$ cat config.mk
export PLATFORM = sky130hd
export DESIGN_NAME = map_write_guard
export DESIGN_NICKNAME = d
export VERILOG_FILES = /design/src/rtl/mwg_pkg.sv /design/src/rtl/mwg_control.sv /design/src/rtl/mwg_datapath.sv /design/src/rtl/map_write_guard.sv
export SDC_FILE = /design/constraint.sdc
export NUM_CORES = 2
export LEC_CHECK = 0
export ABC_AREA = 1
export ABC_CLOCK_PERIOD_IN_PS = 9150
export BUFFER_PORTS_ARGS = -buffer_cell sky130_fd_sc_hd__buf_2
export CORE_UTILIZATION = 40
export CTS_BUF_LIST = sky130_fd_sc_hd__clkbuf_8
export CTS_CLUSTER_DIAMETER = 80
export DETAILED_ROUTE_END_ITERATION = 8
export PLACE_DENSITY = 0.56
export RECOVER_POWER = 50
export SLEW_MARGIN = 20
export SYNTH_ARGS = -nofsm -noshare
export SYNTH_HDL_FRONTEND = slang
export SYNTH_HIERARCHICAL = 1
export SYNTH_SLANG_ARGS = --single-unit
$ cat constraint.sdc
create_clock -name clk -period 9.15 [get_ports clk]
set_clock_uncertainty 0.05 [all_clocks]
set_input_delay 1.83 -clock clk [delete_from_list [all_inputs] [get_ports clk]]
set_output_delay 1.83 -clock clk [all_outputs]
set_load 0.005 [all_outputs]
$ cat src/rtl/mwg_pkg.sv
package mwg_pkg;
  localparam int SEL_W     = 4;
  localparam int NUM_SEL   = 1 << SEL_W;
  localparam int BASE_LOG2 = 10;
  // wide enough for the end address of the largest page
  localparam int SPAN_W    = BASE_LOG2 + 2 * (NUM_SEL - 1) + 2;
  localparam int STAT_W    = 8;

  localparam logic [STAT_W-1:0] CODE_OK     = 8'h00;
  localparam logic [STAT_W-1:0] CODE_BADARG = 8'hFF;
  localparam logic [STAT_W-1:0] CODE_NOINIT = 8'hFD;
  localparam logic [STAT_W-1:0] CODE_PROT   = 8'hFB;

  typedef enum logic [2:0] {
    K_OK, K_CONFLICT, K_BADARG, K_NOINIT, K_PROT
  } statKind_e;

  typedef struct packed {
    logic      capture;
    logic      scanClr;
    logic      scanStep;
    logic      commit;
    logic      report;
    statKind_e kind;
  } ctrlStrobe_t;
endpackage

$ cat src/rtl/mwg_control.sv
module mwg_control
  import mwg_pkg::*;
(
  input  logic        clk,
  input  logic        rstN,
  input  logic        reqValid,
  input  logic        argBad,
  input  logic        noInit,
  input  logic        isInval,
  input  logic        protHit,
  input  logic        scanHit,
  input  logic        scanLast,
  output ctrlStrobe_t ctrl,
  output logic        busy,
  output logic        wrStrobe
);
  typedef enum logic [1:0] {S_IDLE, S_CHECK, S_SCAN, S_COMMIT} state_e;
  state_e state, stateNext;

  always_ff @(posedge clk or negedge rstN) begin
    if (!rstN) state <= S_IDLE;
    else       state <= stateNext;
  end

  always_comb begin
    ctrl      = '0;
    ctrl.kind = K_OK;
    stateNext = state;
    unique case (state)
      S_IDLE: begin
        if (reqValid) begin
          ctrl.capture = 1'b1;
          stateNext    = S_CHECK;
        end
      end
      S_CHECK: begin
        if (argBad) begin
          ctrl.report = 1'b1;
          ctrl.kind   = K_BADARG;
          stateNext   = S_IDLE;
        end else if (noInit) begin
          ctrl.report = 1'b1;
          ctrl.kind   = K_NOINIT;
          stateNext   = S_IDLE;
        end else if (isInval) begin
          if (protHit) begin
            ctrl.report = 1'b1;
            ctrl.kind   = K_PROT;
            stateNext   = S_IDLE;
          end else begin
            stateNext = S_COMMIT;
          end
        end else begin
          ctrl.scanClr = 1'b1;
          stateNext    = S_SCAN;
        end
      end
      S_SCAN: begin
        if (scanHit) begin
          ctrl.report = 1'b1;
          ctrl.kind   = K_CONFLICT;
          stateNext   = S_IDLE;
        end else if (scanLast) begin
          stateNext = S_COMMIT;
        end else begin
          ctrl.scanStep = 1'b1;
        end
      end
      S_COMMIT: begin
        ctrl.commit = 1'b1;
        ctrl.report = 1'b1;
        ctrl.kind   = K_OK;
        stateNext   = S_IDLE;
      end
      default: stateNext = S_IDLE;
    endcase
  end

  assign busy     = (state != S_IDLE);
  assign wrStrobe = (state == S_COMMIT);
endmodule

$ cat src/rtl/mwg_datapath.sv
module mwg_datapath
  import mwg_pkg::*;
#(
  parameter int NUM_ENTRIES = 16,
  parameter int ADDR_W      = 32,
  parameter int SIZE_W      = 32,
  parameter int TID_W       = 12,
  parameter int ATTR_W      = 17,
  parameter int IDX_W       = $clog2(NUM_ENTRIES)
) (
  input  logic                 clk,
  input  logic                 rstN,
  input  ctrlStrobe_t          ctrl,
  input  logic                 initReq,
  input  logic                 fixedArrayClean,
  input  logic [IDX_W:0]       reqIdx,
  input  logic [ADDR_W-1:0]    reqEa,
  input  logic [ADDR_W-1:0]    reqPa,
  input  logic [SIZE_W-1:0]    reqSize,
  input  logic                 reqSpace,
  input  logic [TID_W-1:0]     reqTid,
  input  logic [ATTR_W-1:0]    reqAttr,
  output logic                 argBad,
  output logic                 noInit,
  output logic                 isInval,
  output logic                 protHit,
  output logic                 scanHit,
  output logic                 scanLast,
  output logic                 statusValid,
  output logic [STAT_W-1:0]    status,
  output logic [IDX_W-1:0]     wrIdx,
  output logic                 wrValid,
  output logic                 wrProtect,
  output logic                 wrSpace,
  output logic [TID_W-1:0]     wrTid,
  output logic [SEL_W-1:0]     wrSizeSel,
  output logic [ADDR_W-1:0]    wrEa,
  output logic [ADDR_W-1:0]    wrPa,
  output logic [ATTR_W-1:0]    wrAttr
);
  // captured request
  logic [IDX_W:0]    rIdx;
  logic [ADDR_W-1:0] rEa, rPa;
  logic [SIZE_W-1:0] rSize;
  logic              rSpace;
  logic [TID_W-1:0]  rTid;
  logic [ATTR_W-1:0] rAttr;
  logic              initialized;
  logic [IDX_W-1:0]  scanIdx;

  // cached copy of the array
  logic              cValid [NUM_ENTRIES];
  logic              cSpace [NUM_ENTRIES];
  logic [TID_W-1:0]  cTid   [NUM_ENTRIES];
  logic [SEL_W-1:0]  cSel   [NUM_ENTRIES];
  logic [ADDR_W-1:0] cEa    [NUM_ENTRIES];

  logic [IDX_W-1:0]       tIdx;
  logic                   sizeOk, misAlign, idxBad;
  logic [SEL_W-1:0]       selDec;
  logic [SPAN_W-1:0]      pageBytes, newStart, newEnd, oldStart, oldEnd;
  logic [NUM_ENTRIES-1:0] entryWe;

  always_ff @(posedge clk or negedge rstN) begin
    if (!rstN) begin
      rIdx <= '0; rEa <= '0; rPa <= '0; rSize <= '0;
      rSpace <= 1'b0; rTid <= '0; rAttr <= '0;
    end else if (ctrl.capture) begin
      rIdx <= reqIdx; rEa <= reqEa; rPa <= reqPa; rSize <= reqSize;
      rSpace <= reqSpace; rTid <= reqTid; rAttr <= reqAttr;
    end
  end

  always_ff @(posedge clk or negedge rstN) begin
    if (!rstN)        initialized <= 1'b0;
    else if (initReq) initialized <= fixedArrayClean;
  end

  // size field decode: negative, selector, or exact byte count
  always_comb begin
    isInval = rSize[SIZE_W-1];
    sizeOk  = 1'b0;
    selDec  = '0;
    if (!isInval) begin
      if (rSize < SIZE_W'(NUM_SEL)) begin
        sizeOk = 1'b1;
        selDec = rSize[SEL_W-1:0];
      end else begin
        for (int n = 0; n < NUM_SEL; n++) begin
          if (SPAN_W'(rSize) == (SPAN_W'(1) << (BASE_LOG2 + 2 * n))) begin
            sizeOk = 1'b1;
            selDec = SEL_W'(n);
          end
        end
      end
    end
  end

  assign tIdx      = rIdx[IDX_W-1:0];
  assign pageBytes = SPAN_W'(1) << (BASE_LOG2 + 2 * int'(selDec));
  assign misAlign  = |((SPAN_W'(rEa) | SPAN_W'(rPa)) & (pageBytes - SPAN_W'(1)));
  assign idxBad    = rIdx >= (IDX_W+1)'(NUM_ENTRIES);
  assign argBad    = idxBad | (!isInval & (!sizeOk | misAlign));
  assign noInit    = !isInval & !initialized;
  assign protHit   = cValid[tIdx] & !cSpace[tIdx] & (cEa[tIdx] == '0);

  // one candidate per clock
  assign newStart = SPAN_W'(rEa);
  assign newEnd   = newStart + pageBytes - SPAN_W'(1);
  assign oldStart = SPAN_W'(cEa[scanIdx]);
  assign oldEnd   = oldStart + (SPAN_W'(1) << (BASE_LOG2 + 2 * int'(cSel[scanIdx]))) - SPAN_W'(1);
  assign scanHit  = cValid[scanIdx]
                  & (cSpace[scanIdx] == rSpace)
                  & ((cTid[scanIdx] == '0) | (cTid[scanIdx] == rTid))
                  & (scanIdx != tIdx)
                  & (newStart <= oldEnd)
                  & (newEnd >= oldStart);
  assign scanLast = (scanIdx == IDX_W'(NUM_ENTRIES - 1));

  always_ff @(posedge clk or negedge rstN) begin
    if (!rstN)              scanIdx <= '0;
    else if (ctrl.scanClr)  scanIdx <= '0;
    else if (ctrl.scanStep) scanIdx <= scanIdx + IDX_W'(1);
  end

  for (genvar e = 0; e < NUM_ENTRIES; e++) begin : g_we
    assign entryWe[e] = ctrl.commit & (tIdx == IDX_W'(e));
  end

  always_ff @(posedge clk or negedge rstN) begin
    if (!rstN) begin
      for (int e = 0; e < NUM_ENTRIES; e++) begin
        cValid[e] <= 1'b0; cSpace[e] <= 1'b0; cTid[e] <= '0;
        cSel[e] <= '0; cEa[e] <= '0;
      end
    end else begin
      for (int e = 0; e < NUM_ENTRIES; e++) begin
        if (entryWe[e]) begin
          cValid[e] <= !isInval;
          if (!isInval) begin
            cSpace[e] <= rSpace; cTid[e] <= rTid;
            cSel[e] <= selDec;   cEa[e] <= rEa;
          end
        end
      end
    end
  end

  always_ff @(posedge clk or negedge rstN) begin
    if (!rstN) begin
      statusValid <= 1'b0;
      status      <= CODE_OK;
    end else begin
      statusValid <= ctrl.report;
      if (ctrl.report) begin
        unique case (ctrl.kind)
          K_CONFLICT: status <= STAT_W'(scanIdx) + STAT_W'(1);
          K_BADARG:   status <= CODE_BADARG;
          K_NOINIT:   status <= CODE_NOINIT;
          K_PROT:     status <= CODE_PROT;
          default:    status <= CODE_OK;
        endcase
      end
    end
  end

  assign wrIdx     = tIdx;
  assign wrValid   = !isInval;
  assign wrProtect = 1'b1;
  assign wrSpace   = rSpace;
  assign wrTid     = rTid;
  assign wrSizeSel = selDec;
  assign wrEa      = rEa;
  assign wrPa      = rPa;
  assign wrAttr    = rAttr;
endmodule

$ cat src/rtl/map_write_guard.sv
module map_write_guard
  import mwg_pkg::*;
#(
  parameter int NUM_ENTRIES = 16,
  parameter int ADDR_W      = 32,
  parameter int SIZE_W      = 32,
  parameter int TID_W       = 12,
  parameter int ATTR_W      = 17,
  localparam int IDX_W      = $clog2(NUM_ENTRIES)
) (
  input  logic              clk,
  input  logic              rstN,
  input  logic              initReq,
  input  logic              fixedArrayClean,
  input  logic              reqValid,
  input  logic [IDX_W:0]    reqIdx,
  input  logic [ADDR_W-1:0] reqEa,
  input  logic [ADDR_W-1:0] reqPa,
  input  logic [SIZE_W-1:0] reqSize,
  input  logic              reqSpace,
  input  logic [TID_W-1:0]  reqTid,
  input  logic [ATTR_W-1:0] reqAttr,
  output logic              busy,
  output logic              statusValid,
  output logic [7:0]        status,
  output logic              wrStrobe,
  output logic [IDX_W-1:0]  wrIdx,
  output logic              wrValid,
  output logic              wrProtect,
  output logic              wrSpace,
  output logic [TID_W-1:0]  wrTid,
  output logic [3:0]        wrSizeSel,
  output logic [ADDR_W-1:0] wrEa,
  output logic [ADDR_W-1:0] wrPa,
  output logic [ATTR_W-1:0] wrAttr
);
  ctrlStrobe_t ctrl;
  logic argBad, noInit, isInval, protHit, scanHit, scanLast;

  mwg_control u_ctl (
    .clk(clk), .rstN(rstN), .reqValid(reqValid),
    .argBad(argBad), .noInit(noInit), .isInval(isInval), .protHit(protHit),
    .scanHit(scanHit), .scanLast(scanLast),
    .ctrl(ctrl), .busy(busy), .wrStrobe(wrStrobe)
  );

  mwg_datapath #(
    .NUM_ENTRIES(NUM_ENTRIES), .ADDR_W(ADDR_W), .SIZE_W(SIZE_W),
    .TID_W(TID_W), .ATTR_W(ATTR_W), .IDX_W(IDX_W)
  ) u_dp (
    .clk(clk), .rstN(rstN), .ctrl(ctrl),
    .initReq(initReq), .fixedArrayClean(fixedArrayClean),
    .reqIdx(reqIdx), .reqEa(reqEa), .reqPa(reqPa), .reqSize(reqSize),
    .reqSpace(reqSpace), .reqTid(reqTid), .reqAttr(reqAttr),
    .argBad(argBad), .noInit(noInit), .isInval(isInval), .protHit(protHit),
    .scanHit(scanHit), .scanLast(scanLast),
    .statusValid(statusValid), .status(status),
    .wrIdx(wrIdx), .wrValid(wrValid), .wrProtect(wrProtect), .wrSpace(wrSpace),
    .wrTid(wrTid), .wrSizeSel(wrSizeSel), .wrEa(wrEa), .wrPa(wrPa), .wrAttr(wrAttr)
  );
endmodule

==> results.md <==
- Outcome: finished with violations
- Failing checks: capacitance limit, slew limit
- Nets: 6,703
- Hold EP: u_dp/cTid[66]
- Critical R2R Launch: u_dp/scanIdx[0]
- Util after Layout: 45.04%
- Placer Congestion: 0.9876
- Logic gate share of total power: 59.5%
- Final Cell Area: 0.05591 mm2
- Req. time, crit path: 9.86 ns
- Total power: 25.60 mW
- Die width: 356.4 um
- Final hold violations: 0
- Critical-path top delay cell: dfrtp_4
- Slew Limit Fails: 812
- Synth top cells by count: o21ai_0, nand2_1, dfrtp_1
- Worst reg2reg setup slack: 0.77 ns
- Syn Inst Count: 6,329
- Met3 Wirelength: 14.22 mm
- GRT Overall Usage: 29.91%
- Setup repair bufs after CTS: 0
- Crit Path Max Fanout: 125
- Synthesized flop and latch total: 945
- Htree depth: 4
- Max Buffers Root-to-Sink: 3
- Critical Path Sink Type: flop
- Max-Cap Viols: 11
- Worst reg2reg path depth: 35
- Clock power frac: 15.5%
- Congestion Overflow GR: 0
- Synth Cell Area: 0.05025 mm2
- CTS Buf Count: 167
- CTS tree: yes
- Sw frac: 51.90%
- Post-DRT Antenna Nets: 0
- Synth area leader: dfrtp_1
- Met2 WL: 85.56 mm
- RSZ-0062 raised after global routing: no
- Synth Area per Inst: 7.940 um2
- Io pins: 251
- Synth Warn #: 6
- Max Fclk: 0.1193 GHz
- Via count: 45,959
- Die footprint: 0.1270 mm2
- Share of cells above drive strength 1: 10.33%
- Worst reg2reg path endpoint: u_dp/status[4]
- Clock transition at path regs: 0.06 ns
- Peak supply drop: 287.6 uV
- Clock Latency Late Sink: 0.92 ns
- Largest net degree at the start of global routing: 184
- Post-route minimum period: 8.383 ns
- Starting density of the core: 40.48%
- Cell variety after synth: 69
- Async SR Flop Fraction: 100.0%
- Synthesis-to-finish area growth: 11.26%
- 1st-pass router iterations: 6
- Max incr delay on CP: 0.99 ns
- Finish-stage setup viols: 0
- Die Ht: 356.4 um
- Cell with the most instances after synthesis: o21ai_0
- Synth Flop Type: dfrtp_1
- Post-CTS sizing: 0
- Final wirelength: 191.1 mm
- Worst hold path type: reg -> reg
- Post-synth EDFFs: 0
- WL met1: 84.60 mm
- Sequential cell fraction of total power: 25.0%
- Sw Pwr: 13.29 mW
- Hold path startpoint: u_dp/cTid[66]
- IO Port Bufs: 249
- Antenna violations before repair: 7
- Register area share after synthesis: 47.06%
- Power per standard cell area: 457.9 mW/mm2
- Dpl hpwl: 130.5 mm
- 1st-iter DRT viols: 5,402
- Setup CP Type: reg -> reg
- Via count of the first global-routing pass: 43,079
- Hold path depth: 2
- Setup_tns: 0 ns
- P_int: 12.31 mW
- Most used cell, CP: nor2_1
- Lkg Pwr: 25.77 nW
- Yosys top cell area share: 47.06%
- Site Rows: 129
- Dpl cell area: 0.05266 mm2
- Vias per cell: 5.635
- First-pass GRT wire length: 283.6 mm
- Core area: 0.1241 mm2
- WL/cell: 23.43 um
- Clock sink count: 945
- Hold_buf cts: 0
- Worst-margin pin slew: 4.985 ns
- Slew HR: -232.3%
- Arrival time worst endpoint: 9.09 ns
- Final period util: 91.62%
- Area contributors post-synth: dfrtp_1, o21ai_0, nand2_1, inv_1, ha_1
- DR DRC count: 0
- Critical Path Source Type: flop
- Max layer used: met5
- Fill cells: 12,583
- Root Driver: clkbuf_8
-- metal layers --
layer	global-route usage, %	vias up
li1	-	21405
met1	42.46	22368
met2	45.62	1842
met3	4.967	336
met4	11.23	8
met5	0	-
-- registers in the layout, summed over array words and instances (netlist names), 16 cells and up --
name / count
u_dp/cEa: 512
u_dp/cTid: 192
u_dp/cSel: 64
u_dp/rSize: 32
u_dp/wrEa: 32
u_dp/wrPa: 32
u_dp/wrAttr: 17
u_dp/cSpace: 16
u_dp/cValid: 16
-- through the flow --
step	cells	setup WS (ns)	hold WS, ns
floorplan	6341	2.555	0.3978
global placement	7865	1.048	0.4110
detailed placement	7865	0.9882	0.4182
CTS	8152	0.9231	0.4325
global route	8154	0.09558	0.4436
finish	8156	0.7671	0.4275
-- placed cells by master, fill, tap and decap left out, types with 20 or more instances in the layout --
| cell | Yosys | final |
|---|---|---|
| ha_1 | 167 | 167 |
| xor2_1 | 41 | 41 |
| buf_2 | 57 | 248 |
| nor3_1 | 29 | 29 |
| nand2_1 | 1216 | 1214 |
| dfrtp_1 | 945 | 941 |
| mux2_2 | 44 | 44 |
| o22ai_1 | 36 | 36 |
| o21ai_0 | 1326 | 1326 |
| nor4_1 | 90 | 89 |
| o21ai_1 | 20 | 20 |
| a21oi_1 | 397 | 397 |
| o221ai_1 | 43 | 43 |
| clkbuf_8 | 0 | 205 |
| nand4_1 | 93 | 93 |
| inv_1 | 586 | 641 |
| nand3_1 | 269 | 269 |
| xnor2_1 | 32 | 32 |
| o211ai_1 | 45 | 45 |
| nor2_1 | 355 | 354 |
| buf_4 | 10 | 60 |
-- logic make-up (layout without fill, tap and decap cells) --
family                   Yosys count  in the layout  synth area share [%]
XOR/XNOR                          73             73                 1.272
AND/OR/NAND/NOR                 2104           2104                 17.87
AO/OA/AOI/OAI                   1945           1945                 20.47
adder cells (fa/ha/maj)          169            169                 4.238
flip-flops                       945            945                 47.06
other                              1             16              0.007463
buffers and inverters           1048           1223                 8.095
multiplexers                      44             44                0.9860
-- worst max path at each step --
stage | end | cells after the start | start
finish | u_dp/status[4] | 35 | u_dp/scanIdx[0]
global route | u_dp/cEa[232] | 3 | rstN
CTS | u_dp/status[4] | 33 | u_dp/scanIdx[0]
detailed placement | u_dp/status[4] | 33 | u_dp/scanIdx[0]
global placement | u_dp/status[0] | 38 | u_dp/scanIdx[0]
floorplan | u_dp/status[0] | 48 | u_dp/scanIdx[0]
-- critical path: cells and delay by family, from the launching register on --
| family | cells | cell delay, ns |
|---|---|---|
| AOI/OAI and AO/OA | 10 | 2.11 |
| xor gates and xnor gates | 1 | 0.16 |
| adders and majority gates | 3 | 1.01 |
| buffers and inverters | 3 | 0.60 |
| DFF | 1 | 0.99 |
| and+or+nand+nor | 18 | 3.16 |
-- final cells by class --
class,instances,area [um2],share of cell area [%]
Clock buffer,205,2821,5.046
Timing Repair Buffer,330,1943,3.475
Clock inverter,82,501.7,0.8974
Multi-Input combinational cell,4348,22630,40.48
Tap cell,1637,2048,3.663
Sequential cell,945,23660,42.32
Antenna cell,3,7.507,0.01343
Inverter,606,2295,4.104
-- power by group through the flow --
stage / registers [mW] / logic [mW] / clock network [mW]
6_report: 6.39 / 15.2 / 3.97
5_1_grt: 6.53 / 16.7 / 4.24
4_1_cts: 6.38 / 15.0 / 4.05
3_5_place_dp: 6.44 / 14.9 / 0
3_3_place_gp: 6.41 / 14.9 / 0
2_1_floorplan: 6.02 / 9.63 / 0
(Power assumes the default switching activity.)
